===== src/rtl/irq_arb_pkg.sv =====
package irq_arb_pkg;
  localparam int LVL_W = 3;
  typedef logic [LVL_W-1:0] lvl_t;
endpackage


===== src/rtl/irq_lvl_encoder.sv =====
module irq_lvl_encoder
  import irq_arb_pkg::*;
#(
  parameter int N_DEV = 8,
  parameter int IDX_W = (N_DEV > 1) ? $clog2(N_DEV) : 1
) (
  input  logic [N_DEV-1:0]       req,
  input  logic [N_DEV*LVL_W-1:0] levels,
  output logic                   found,
  output logic [IDX_W-1:0]       best_idx,
  output lvl_t                   best_lvl
);
  lvl_t lvl_a [N_DEV];

  for (genvar g = 0; g < N_DEV; g++) begin : g_split
    assign lvl_a[g] = levels[g*LVL_W +: LVL_W];
  end

  // Strictly-greater update keeps the lowest index on a tie.
  always_comb begin
    found    = 1'b0;
    best_idx = '0;
    best_lvl = '0;
    for (int i = 0; i < N_DEV; i++) begin
      if (req[i] && (!found || lvl_a[i] > best_lvl)) begin
        found    = 1'b1;
        best_idx = IDX_W'(i);
        best_lvl = lvl_a[i];
      end
    end
  end
endmodule


===== src/rtl/irq_gate.sv =====
module irq_gate
  import irq_arb_pkg::*;
(
  input  logic pend_vld,
  input  lvl_t pend_lvl,
  input  lvl_t cpu_level,
  input  logic boundary,
  output logic irq
);
  assign irq = boundary && pend_vld && (pend_lvl > cpu_level);
endmodule


===== src/rtl/irq_capture.sv =====
module irq_capture
  import irq_arb_pkg::*;
#(
  parameter int IDX_W = 3
) (
  input  logic             clk,
  input  logic             rst_n,
  input  logic             fire,
  input  logic [IDX_W-1:0] idx_in,
  input  lvl_t             lvl_in,
  output logic             stb,
  output logic [IDX_W-1:0] idx_q,
  output lvl_t             lvl_q
);
  always_ff @(posedge clk) begin
    if (!rst_n) begin
      stb   <= 1'b0;
      idx_q <= '0;
      lvl_q <= '0;
    end else begin
      stb <= fire;
      if (fire) begin
        idx_q <= idx_in;
        lvl_q <= lvl_in;
      end
    end
  end
endmodule


===== src/rtl/irq_prio_arb.sv =====
module irq_prio_arb
  import irq_arb_pkg::*;
#(
  parameter int N_DEV = 8,
  parameter int IDX_W = (N_DEV > 1) ? $clog2(N_DEV) : 1
) (
  input  logic                   clk,
  input  logic                   rst_n,
  input  logic [N_DEV-1:0]       dev_req,
  input  logic [N_DEV*LVL_W-1:0] dev_level,
  input  logic [LVL_W-1:0]       cpu_level,
  input  logic                   insn_boundary,
  input  logic                   irq_ack,
  output logic                   irq_out,
  output logic [IDX_W-1:0]       win_idx,
  output logic [LVL_W-1:0]       win_level,
  output logic                   take_stb,
  output logic [IDX_W-1:0]       take_idx,
  output logic [LVL_W-1:0]       take_level
);
  logic             enc_found;
  logic [IDX_W-1:0] enc_idx;
  lvl_t             enc_lvl;
  logic             pend_vld;
  logic [IDX_W-1:0] pend_idx;
  lvl_t             pend_lvl;
  lvl_t             cap_lvl;

  irq_lvl_encoder #(.N_DEV(N_DEV), .IDX_W(IDX_W)) u_enc (
    .req      (dev_req),
    .levels   (dev_level),
    .found    (enc_found),
    .best_idx (enc_idx),
    .best_lvl (enc_lvl)
  );

  always_ff @(posedge clk) begin
    if (!rst_n) begin
      pend_vld <= 1'b0;
      pend_idx <= '0;
      pend_lvl <= '0;
    end else begin
      pend_vld <= enc_found;
      pend_idx <= enc_found ? enc_idx : '0;
      pend_lvl <= enc_found ? enc_lvl : '0;
    end
  end

  irq_gate u_gate (
    .pend_vld  (pend_vld),
    .pend_lvl  (pend_lvl),
    .cpu_level (cpu_level),
    .boundary  (insn_boundary),
    .irq       (irq_out)
  );

  irq_capture #(.IDX_W(IDX_W)) u_cap (
    .clk    (clk),
    .rst_n  (rst_n),
    .fire   (irq_out && irq_ack),
    .idx_in (pend_idx),
    .lvl_in (pend_lvl),
    .stb    (take_stb),
    .idx_q  (take_idx),
    .lvl_q  (cap_lvl)
  );

  assign win_idx    = pend_idx;
  assign win_level  = pend_lvl;
  assign take_level = cap_lvl;
endmodule


===== config.mk =====
export PLATFORM = sky130hd
export DESIGN_NAME = irq_prio_arb
export DESIGN_NICKNAME = d
export VERILOG_FILES = /design/src/rtl/irq_arb_pkg.sv /design/src/rtl/irq_lvl_encoder.sv /design/src/rtl/irq_gate.sv /design/src/rtl/irq_capture.sv /design/src/rtl/irq_prio_arb.sv
export SDC_FILE = /design/constraint.sdc
export NUM_CORES = 1
export LEC_CHECK = 0
export BUFFER_PORTS_ARGS = -buffer_cell sky130_fd_sc_hd__buf_4
export CORE_ASPECT_RATIO = 1.1
export CORE_MARGIN = 1
export CORE_UTILIZATION = 55
export CTS_CLUSTER_DIAMETER = 150
export DETAILED_ROUTE_END_ITERATION = 10
export HOLD_SLACK_MARGIN = 0.1
export PLACE_DENSITY = 0.84
export REMOVE_ABC_BUFFERS = 1
export SKIP_CTS_REPAIR_TIMING = 1
export SLEW_MARGIN = 25
export SYNTH_ARGS = -nofsm -noshare
export SYNTH_HDL_FRONTEND = slang
export SYNTH_SLANG_ARGS = --single-unit

===== constraint.sdc =====
create_clock -name clk -period 24.9 [get_ports clk]
set_clock_uncertainty 0.15 [all_clocks]
set_input_delay 1.245 -clock clk [delete_from_list [all_inputs] [get_ports clk]]
set_output_delay 1.245 -clock clk [all_outputs]
set_load 0.01 [all_outputs]

==> impl_results.md, run 1 <==
* Status: complete, no violations
* Setup TNS at 0 ns
* Mapped Cells at 206
* Vias at 1693
* Async S/R FF share, synth at 0
* Slowest cell on crit path: a2111oi_2
* Largest family of logic cells by synthesized area: compound AO/OA/AOI/OAI gates
* Core Area at 0.00305 mm^2
* Mux contribution to synthesized area at 0.0458
* Final net count at 323
* Total power at 142 uW
* Post-detail-place hpwl at 3300 um
* CTS tree: done
* CTS Root Cell: clkbuf_4
* PortBufs at 52
* Starting Density at 0.573
* Seq/Total Area, Yosys at 0.160
* FF-to-FF Start: win_level[1]$_SDFF_PN0_
* RSZ-0062 raised after global routing: no
* HP Class: reg -> reg
* Post-Route M1 WL at 1720 um
* CTS Buf Count at 3
* Max incr delay on CP at 0.46 ns
* Clock tree buffer depth at 2
* Final number of hold-violating endpoints at 0
* Clock-pin slew on the worst setup and hold paths at 0.07 ns
* Die width at 55.8 um
* Share of the synthesized area in the top cell type at 0.172
* Yosys reg bits at 14
* First-pass GRT wire length at 6180 um
* Post-Synth Adder-Cell Area at 0.172
* CP startpoint: dev_req[0]
* Final Setup Violations at 0
* CP Buf/Inv Count at 2
* Startpoint types: primary input
* Area grow syn2layout at 24.6%
* Detailed Route Iter0 Violations at 57
* DR vias/cell at 5.80
* DRC Markers at 0
* Rows at 21
* Met3 wire len at 132 um
* Min Tclk post-route at 10.69 ns
* Crit path required time at 24.93 ns
* Max Freq at 93.6 MHz
* Routed wire length at 3800 um
* Max-Cap Viols at 0
* Clk sink count at 14
* Die area at 0.00341 mm^2
* Gr usage total at 0.218
* Drt first pass iters at 4
* Wirelength per Cell at 13.0 um
* Avg Cell Area, Syn at 8.49 um^2
* Pwr Density at 65.3 mW/mm^2
* Initial antenna violation count at 0
* Critical path class: in -> reg
* Boundary Pins at 53
* Filler cells at 255
* Ant diodes at 0
* CP top delay family: compound AO/OA/AOI/OAI gates
* Crit. End Element: register
* Compound-Gate Fraction of Synth Area at 0.319
* Top Metal Used: met3
* Worst relative slew slack at 0.636
* GRT overflow at 0
* Skew-Pair Late Insertion Delay at 0.26 ns
* Cell area after synthesis at 0.00175 mm^2
* CP Max Fanout at 12
* Simple-Gate Fraction of Synth Area at 0.243
* Share of cells above drive strength 1 at 0.318
* Min-delay src: u_cap.lvl_q[1]$_SDFFE_PN0P_
* Yosys cell types at 48
* Vias in the first global route at 1475
* Least-Margin Pin Slew at 0.542 ns
* Synth top area cells: ha_1 17%, dfxtp_1 16%, mux2i_1 4.6%
* Most frequent cell on the critical path: ha_1
* Fin crit share at 0.429
* WL met2 at 1950 um
* Final ANT Viol Nets at 0
* Largest area contributor in the netlist: ha_1
* Leakage at 1.06 nW
* VDD IR max at 0.0530 mV
* Number of enable flip-flop cells after synthesis at 0
* Pin count of the biggest net entering global routing at 13
* Max-slew violations at 0
* GPL Wtd Cong at 0.856
* CP arrival at 10.72 ns
* YS warnings at 0
* H-Tree Depth at 1
* Main flop type after synthesis: dfxtp_1
* Post-synthesis xor/xnor area fraction at 0
* Die Height at 61.1 um
area by class of cell:
class | instances | area (um^2) | area share
multi-input combinational | 168 | 1360 | 0.626
timing repair buffer | 52 | 390 | 0.179
sequential | 14 | 280 | 0.129
inverter | 21 | 78.8 | 0.0362
tap | 34 | 42.5 | 0.0195
clock buffer | 3 | 22.5 | 0.0103
worst reg2reg max path, stage by stage (launching register included):
cell and delay [ns]:
dfxtp_1 0.33, ha_1 0.28, nor2b_1 0.13, o21ai_0 0.14
a21oi_1 0.11, nand2_1 0.28, mux2i_1 0.25, nor2_1 0.06
flip-flops by register name (all words and copies together) (netlist names):
signal / count
pend_vld: 1
u_cap.idx_q: 3
u_cap.lvl_q: 3
u_cap.stb: 1
win_idx: 3
win_level: 3
power by group:
| part | internal (mW) | leakage [nW] | switching (mW) | total [mW] |
|---|---|---|---|---|
| combinational | 0.0476 | 0.927 | 0.0531 | 0.101 |
| clock | 0.00558 | 0.0138 | 0.00576 | 0.0113 |
| sequential | 0.0271 | 0.115 | 0.00300 | 0.0301 |
| total | 0.0803 | 1.06 | 0.0619 | 0.142 |
logic make-up after synthesis:
logic type	Yosys count
AO/OA/AOI/OAI	63
adder cells (fa/ha/maj)	24
buffers and inverters	24
flip-flops	14
multiplexers	8
AND/OR/NAND/NOR	73
stage by stage:
| step | util | setup slack [ns] | instance area, um^2 | hold WS, ns | std cells |
|---|---|---|---|---|---|
| floorplan | - | 15.08 | 1720 | 0.382 | 203 |
| detailed placement | 0.707 | 14.01 | 2150 | 0.337 | 289 |
| global placement | 0.707 | 14.19 | 2150 | 0.328 | 289 |
| global route | 0.714 | 13.59 | 2180 | 0.376 | 292 |
| CTS | 0.714 | 14.23 | 2180 | 0.354 | 292 |
| finish | 0.714 | 14.21 | 2180 | 0.349 | 292 |
routing by layer:
metal,track usage,vias to the layer above
met3,0.0252,0
met4,0.0464,0
met1,0.260,770
met2,0.430,44
li1,-,879
met5,0,-
cell usage after synthesis (2+ instances only):
| library cell | count |
|---|---|
| ha_1 | 24 |
| inv_1 | 21 |
| nand2_1 | 15 |
| dfxtp_1 | 14 |
| nor2_1 | 12 |
| nor2b_1 | 9 |
| mux2i_1 | 8 |
| nand3_1 | 8 |
| nand3b_1 | 8 |
| o21ai_0 | 7 |
| a21oi_1 | 5 |
| nor3_1 | 5 |
| a211o_1 | 4 |
| a22oi_1 | 4 |
| o31ai_1 | 4 |
| or2_1 | 4 |
| a211oi_2 | 3 |
| a21o_1 | 3 |
| a221oi_2 | 3 |
| nor3_2 | 3 |
| o211ai_1 | 3 |
| o21a_1 | 3 |
| o32ai_2 | 3 |
| a2111oi_2 | 2 |
| a211oi_1 | 2 |
| a21oi_2 | 2 |
| a32oi_1 | 2 |
| buf_4 | 2 |
| o21ai_1 | 2 |
| o21ai_2 | 2 |
| o31a_1 | 2 |
cells in the final DEF (no fill, tap or decap), types with 4 or more instances in the layout:
cell type and count:
nor3_1 5, nor2_1 12, nand2_1 15, ha_1 24, inv_1 21, mux2i_1 8
a21oi_1 5, nand3b_1 8, buf_4 52, dfxtp_1 14, o21ai_0 7, a211o_1 4
or2_1 4, nor2b_1 9, a22oi_1 4, nand3_1 8, o31ai_1 4
final timing paths:
| path | endpoint | slack, ns | depth (start not counted) |
|---|---|---|---|
| worst max-delay path | win_level[1]$_SDFF_PN0_ | 14.21 | 45 |
| worst min-delay path | u_cap.lvl_q[1]$_SDFFE_PN0P_ | 0.35 | 2 |
| worst max register to register | u_cap.idx_q[0]$_SDFFE_PN0P_ | 23.07 | 7 |
| worst min register to register | u_cap.lvl_q[1]$_SDFFE_PN0P_ | 0.35 | 2 |
(Power assumes the default switching activity.)
==> run 2: changes to the inputs <==
--- a/config.mk
+++ b/config.mk
@@ -5,14 +5,15 @@
 export SDC_FILE = /design/constraint.sdc
 export NUM_CORES = 1
 export LEC_CHECK = 0
+export ABC_AREA = 1
 export BUFFER_PORTS_ARGS = -buffer_cell sky130_fd_sc_hd__buf_4
 export CORE_ASPECT_RATIO = 1.1
 export CORE_MARGIN = 1
-export CORE_UTILIZATION = 55
+export CORE_UTILIZATION = 45
 export CTS_CLUSTER_DIAMETER = 150
 export DETAILED_ROUTE_END_ITERATION = 10
 export HOLD_SLACK_MARGIN = 0.1
-export PLACE_DENSITY = 0.84
+export PLACE_DENSITY = 0.76
 export REMOVE_ABC_BUFFERS = 1
 export SKIP_CTS_REPAIR_TIMING = 1
 export SLEW_MARGIN = 25
==> constraint.sdc (replaced) <==
create_clock -name clk -period 8.7 [get_ports clk]
set_clock_uncertainty 0.15 [all_clocks]
set_input_delay 0.435 -clock clk [delete_from_list [all_inputs] [get_ports clk]]
set_output_delay 0.435 -clock clk [all_outputs]
set_load 0.01 [all_outputs]
==> impl_results.md, run 2 <==
* Status: complete, no violations (unchanged)
* Post-detail-place hpwl at 2810 um (was 3300 um)
* Skew-Pair Late Insertion Delay at 0.27 ns (was 0.26 ns)
* Critical path class: in -> reg (unchanged)
* Initial antenna violation count at 0 (unchanged)
* Mapped Cells at 228 (was 206)
* Final net count at 349 (was 323)
* Least-Margin Pin Slew at 0.576 ns (was 0.542 ns)
* H-Tree Depth at 1 (unchanged)
* Final number of hold-violating endpoints at 0 (unchanged)
* Simple-Gate Fraction of Synth Area at 0.380 (was 0.243)
* Clock-pin slew on the worst setup and hold paths at 0.08 ns (was 0.07 ns)
* HP Class: in -> reg (was reg -> reg)
* GRT overflow at 0 (unchanged)
* Slowest cell on crit path: ha_1 (was a2111oi_2)
* CTS Buf Count at 3 (unchanged)
* Cell area after synthesis at 0.00145 mm^2 (was 0.00175 mm^2)
* Async S/R FF share, synth at 0 (unchanged)
* Die Height at 61.5 um (was 61.1 um)
* GR peak layer: met2 (unchanged)
* Met3 Use GR at 0.0294 (was 0.0252)
* Rows at 21 (unchanged)
* Max incr delay on CP at 0.32 ns (was 0.46 ns)
* Most common cell in the netlist: nand2_1 (was ha_1)
* CP Max Fanout at 8 (was 12)
* Die area at 0.00345 mm^2 (was 0.00341 mm^2)
* VDD IR max at 0.148 mV (was 0.0530 mV)
* Startpoint types: primary input (unchanged)
* PortBufs at 52 (unchanged)
* Routed wire length at 3250 um (was 3800 um)
* Die width at 56.1 um (was 55.8 um)
* First-pass GRT wire length at 5520 um (was 6180 um)
* Mux contribution to synthesized area at 0 (was 0.0458)
* Wirelength per Cell at 10.2 um (was 13.0 um)
* Min Tclk post-route at 7.77 ns
* Share of cells above drive strength 1 at 0.253 (was 0.318)
* Starting Density at 0.475 (was 0.573)
* Clock tree buffer depth at 2 (unchanged)
* Drt first pass iters at 5 (was 4)
* Synth top area cells: ha_1 21%, dfxtp_1 19%, nand2_1 18% (was ha_1 17%, dfxtp_1 16%, mux2i_1 4.6%)
* RSZ-0062 raised after global routing: no (unchanged)
* CP arrival at 7.80 ns (was 10.72 ns)
* Crit path required time at 8.73 ns (was 24.93 ns)
* Avg Cell Area, Syn at 6.35 um^2 (was 8.49 um^2)
* Crit. End Element: register (unchanged)
* Yosys cell types at 19 (was 48)
* Setup TNS at 0 ns (unchanged)
* Pwr Density at 199 mW/mm^2 (was 65.3 mW/mm^2)
* Vias in the first global route at 1389 (was 1475)
* Worst relative slew slack at 0.616 (was 0.636)
* Core Area at 0.00305 mm^2 (unchanged)
* Setup slack, reg-to-reg at 6.54 ns (was 23.07 ns)
* Most frequent cell on the critical path: nand2_1 (was ha_1)
* Total power at 385 uW (was 142 uW)
* Post-synthesis xor/xnor area fraction at 0 (unchanged)
* Most frequent cells in the layout: 67 x nand2_1, 53 x buf_4, 35 x nand3_1, 30 x inv_1, 24 x ha_1 (was 52 x buf_4, 24 x ha_1, 21 x inv_1, 15 x nand2_1, 14 x dfxtp_1)
* Boundary Pins at 53 (unchanged)
* CTS tree: done (unchanged)
* GPL Wtd Cong at 0.885 (was 0.856)
* Clk sink count at 14 (unchanged)
* Synth cell count leaders: 69 x nand2_1, 35 x nand3_1, 32 x inv_1, 24 x ha_1, 16 x a21oi_1 (was 24 x ha_1, 21 x inv_1, 15 x nand2_1, 14 x dfxtp_1, 12 x nor2_1)
* Fin crit share at 0.893
* Max-slew violations at 0 (unchanged)
* Share of the synthesized area in the top cell type at 0.207 (was 0.172)
* DR vias/cell at 4.98 (was 5.80)
* YS warnings at 0 (unchanged)
* Gr usage total at 0.198 (was 0.218)
* Seq/Total Area, Yosys at 0.194 (was 0.160)
* CTS Root Cell: clkbuf_4 (unchanged)
* Compound-Gate Fraction of Synth Area at 0.128 (was 0.319)
* Main flop type after synthesis: dfxtp_1 (unchanged)
* Number of enable flip-flop cells after synthesis at 0 (unchanged)
* Final ANT Viol Nets at 0 (unchanged)
* Max Freq at 129 MHz
* Yosys reg bits at 14 (unchanged)
* Filler cells at 314 (was 255)
* Pin count of the biggest net entering global routing at 9 (was 13)
* GR Layer Usage met1 at 0.236 (was 0.260)
* Detailed Route Iter0 Violations at 49 (was 57)
* Ant diodes at 0 (unchanged)
* Post-Synth Adder-Cell Area at 0.207 (was 0.172)
* Commonest non-fill, non-tap cell in the layout: nand2_1 (was buf_4)
* Largest area contributor in the netlist: ha_1 (unchanged)
* Largest family of logic cells by synthesized area: simple AND/OR/NAND/NOR gates (was compound AO/OA/AOI/OAI gates)
* DRC Markers at 0 (unchanged)
* Leakage at 1.11 nW (was 1.06 nW)
* Area grow syn2layout at 33.3% (was 24.6%)
* Max-Cap Viols at 0 (unchanged)
* Vias at 1588 (was 1693)
* Met2 Usage GRT at 0.383 (was 0.430)
* Final Setup Violations at 0 (unchanged)
==> run 2: cell count changes after synthesis, moves of 9 or more <==
cell / before / now
nand3_1: 8 / 35
a21oi_1: 5 / 16
nand2_1: 15 / 69
nor2_1: 12 / 3
nor2b_1: 9 / 0
inv_1: 21 / 32
==> run 2: path summary, 6_finish.rpt <==
path	end	startpoint	cells after the start
max	win_level[0]$_SDFF_PN0_	dev_req[0]	62
min	pend_vld$_SDFF_PN0_	rst_n	3
max reg2reg	u_cap.idx_q[2]$_SDFFE_PN0P_	win_level[2]$_SDFF_PN0_	8
min reg2reg	u_cap.lvl_q[0]$_SDFFE_PN0P_	u_cap.lvl_q[0]$_SDFFE_PN0P_	2
==> run 2: per-stage QoR <==
step / hold WS, ns / utilization / worst slack (ns) / std cells / area [um^2]
after CTS: 0.264 / 0.629 / 0.753 / 318 / 1920
after floorplan: 0.336 / - / 1.39 / 228 / 1450
after global routing: 0.287 / 0.633 / 0.0366 / 319 / 1930
after detailed placement: 0.305 / 0.617 / 0.465 / 314 / 1880
after global placement: 0.302 / 0.617 / 0.644 / 314 / 1880
final: 0.267 / 0.633 / 0.929 / 319 / 1930
==> run 2: worst max-delay path: cells and delay by family <==
kind                       cells  cell delay [ns]
and+or+nand+nor               40             3.97
buffers and inverters          5             0.29
adders and majority gates      7             2.00
AOI/OAI and AO/OA             10             1.12
==> run 2: cells by family after synthesis <==
| kind of cell | Yosys count |
|---|---|
| AO/OA/AOI/OAI | 32 |
| adder cells (fa/ha/maj) | 24 |
| buffers and inverters | 35 |
| flip-flops | 14 |
| AND/OR/NAND/NOR | 123 |
==> run 2: area by class of cell <==
type | instances | area, um^2 | area share
inverters | 35 | 131 | 0.0681
multi-input cells | 179 | 1040 | 0.540
well taps | 34 | 42.5 | 0.0220
clock buffers | 4 | 36.3 | 0.0188
repair buffers | 53 | 398 | 0.206
flip-flops and latches | 14 | 280 | 0.145
==> run 2: layer usage <==
| layer | part of all wire | wire length [um] |
|---|---|---|
| met1 | 0.46 | 1510 |
| met4 | 0.0037 | 12 |
| met3 | 0.046 | 149 |
| met2 | 0.49 | 1580 |
| met5 | 0 | 0 |
==> run 2: power by group <==
group	internal [mW]	switching, mW	leakage, nW
clock network	0.0254	0.0202	0.0210
logic	0.112	0.138	0.969
registers	0.0789	0.00990	0.115
==> run 3: changes to the inputs <==
--- a/config.mk
+++ b/config.mk
@@ -7,7 +7,6 @@
 export LEC_CHECK = 0
 export ABC_AREA = 1
 export BUFFER_PORTS_ARGS = -buffer_cell sky130_fd_sc_hd__buf_4
-export CORE_ASPECT_RATIO = 1.1
 export CORE_MARGIN = 1
 export CORE_UTILIZATION = 45
 export CTS_CLUSTER_DIAMETER = 150
==> impl_results.md, run 3 (same netlist as run 2, synthesis figures left out) <==
* H-Tree Depth at 1 (unchanged)
* Clock tree buffer depth at 2 (unchanged)
* Startpoint types: primary input (unchanged)
* DR vias/cell at 4.86 (was 4.98)
* Ant diodes at 0 (unchanged)
* VDD IR max at 0.120 mV (was 0.148 mV)
* Final Setup Violations at 0 (unchanged)
* CTS Root Cell: clkbuf_4 (unchanged)
* Status: complete, no violations (unchanged)
* Pwr Density at 198 mW/mm^2 (was 199 mW/mm^2)
* GRT overflow at 0 (unchanged)
* Min Tclk post-route at 7.71 ns (was 7.77 ns)
* Boundary Pins at 53 (unchanged)
* Max-Cap Viols at 0 (unchanged)
* Detailed Route Iter0 Violations at 45 (was 49)
* Total power at 385 uW (about the same)
* HP Class: in -> reg (unchanged)
* First-pass GRT wire length at 5620 um (was 5520 um)
* Setup slack, reg-to-reg at 6.57 ns (was 6.54 ns)
* Final number of hold-violating endpoints at 0 (unchanged)
* Leakage at 1.11 nW (about the same)
* Wirelength per Cell at 9.88 um (was 10.2 um)
* Critical path class: in -> reg (unchanged)
* Drt first pass iters at 4 (was 5)
* Core Area at 0.00305 mm^2 (about the same)
* DRC Markers at 0 (unchanged)
* Max-slew violations at 0 (unchanged)
* Pin count of the biggest net entering global routing at 9 (unchanged)
* Max Freq at 130 MHz (was 129 MHz)
* Vias at 1598 (was 1588)
* Die area at 0.00345 mm^2 (about the same)
* CP arrival at 7.73 ns (was 7.80 ns)
* Routed wire length at 3250 um (about the same)
* Worst relative slew slack at 0.620 (was 0.616)
* Design area at 0.00195 mm^2 (was 0.00193 mm^2)
* Final net count at 349 (unchanged)
* Most frequent cells in the layout: 65 x nand2_1, 53 x buf_4, 35 x nand3_1, 30 x inv_1, 24 x ha_1 (was 67 x nand2_1, 53 x buf_4, 35 x nand3_1, 30 x inv_1, 24 x ha_1)
* Max incr delay on CP at 0.31 ns (was 0.32 ns)
* Slowest cell on crit path: ha_1 (unchanged)
* Post-detail-place hpwl at 2830 um (was 2810 um)
* Most frequent cell on the critical path: nand2_1 (unchanged)
* Commonest non-fill, non-tap cell in the layout: nand2_1 (unchanged)
* PortBufs at 52 (unchanged)
* Area grow syn2layout at 34.5% (was 33.3%)
* Die width at 58.7 um (was 56.1 um)
* Skew-Pair Late Insertion Delay at 0.27 ns (about the same)
* CTS Buf Count at 3 (unchanged)
* Clock-pin slew on the worst setup and hold paths at 0.07 ns (was 0.08 ns)
* Least-Margin Pin Slew at 0.570 ns (was 0.576 ns)
* Vias in the first global route at 1396 (was 1389)
* GPL Wtd Cong at 0.867 (was 0.885)
* Crit. End Element: register (unchanged)
* Starting Density at 0.474 (was 0.475)
* Die Height at 58.7 um (was 61.5 um)
* Rows at 20 (was 21)
* Fin crit share at 0.886 (was 0.893)
* Clk sink count at 14 (unchanged)
* Setup TNS at 0 ns (unchanged)
* Crit path required time at 8.72 ns (was 8.73 ns)
* Dpl cells at 324 (was 314)
* Final ANT Viol Nets at 0 (unchanged)
* Layout Cells excl Fill at 329 (was 319)
* Gr usage total at 0.206 (was 0.198)
* CTS tree: done (unchanged)
* CP Buf/Inv Count at 5 (unchanged)
* CP top delay family: simple AND/OR/NAND/NOR gates (unchanged)
* Pre-CTS setup slack at 0.530 ns (was 0.465 ns)
* Share of cells above drive strength 1 at 0.260 (was 0.253)
* Initial antenna violation count at 0 (unchanged)
* CP Max Fanout at 8 (unchanged)
* Worst Slack Setup Final at 0.992 ns (was 0.929 ns)
* Placed inst area at 0.00189 mm^2 (was 0.00188 mm^2)
-- run 3: cell counts in the layout (fill, tap and decap cells not counted) --
Identical to the previous run, type by type.
-- run 3: worst paths after layout --
kind                               startpoint                           to  cells after the start
setup / recovery                   dev_req[0]      win_level[1]$_SDFF_PN0_                     62
hold reg to reg   u_cap.lvl_q[0]$_SDFFE_PN0P_  u_cap.lvl_q[0]$_SDFFE_PN0P_                      2
setup reg to reg      win_level[2]$_SDFF_PN0_  u_cap.lvl_q[1]$_SDFFE_PN0P_                      8
hold / removal                          rst_n          pend_vld$_SDFF_PN0_                      3
-- run 3: through the flow --
stage	hold slack [ns]	util
2_1_floorplan	0.336	-
6_report	0.283	0.638
4_1_cts	0.274	0.632
3_5_place_dp	0.304	0.620
5_1_grt	0.273	0.638
3_3_place_gp	0.300	0.620
-- run 3: worst min-delay path, cell delays in order --
cell,delay [ns]
buf_4,0.10
o21ai_4,0.06
inv_2,0.07
-- run 3: where the power goes --
part           leakage [nW]  total, mW  internal (mW)  switching, mW
registers             0.115     0.0890         0.0789         0.0101
logic                 0.970      0.251          0.112          0.139
clock network        0.0210     0.0448         0.0254         0.0194
total                  1.11      0.385          0.217          0.168
-- run 3: cell type report --
cell class	instances	area, um^2
Clock buffer	4	36.3
Fill cell	305	1110
Inverter	35	131
Multi-Input combinational cell	179	1050
Sequential cell	14	280
Tap cell	44	55.1
Timing Repair Buffer	53	398
-- run 3: layer usage --
| metal | global-route usage | wire (um) | part of all wire | up-vias |
|---|---|---|---|---|
| met2 | 0.357 | 1510 | 0.46 | 46 |
| met4 | 0.0510 | 18 | 0.0055 | 0 |
| li1 | - | - | - | 866 |
| met1 | 0.268 | 1590 | 0.49 | 682 |
| met5 | 0 | 0 | 0 | - |
| met3 | 0.0264 | 131 | 0.040 | 4 |
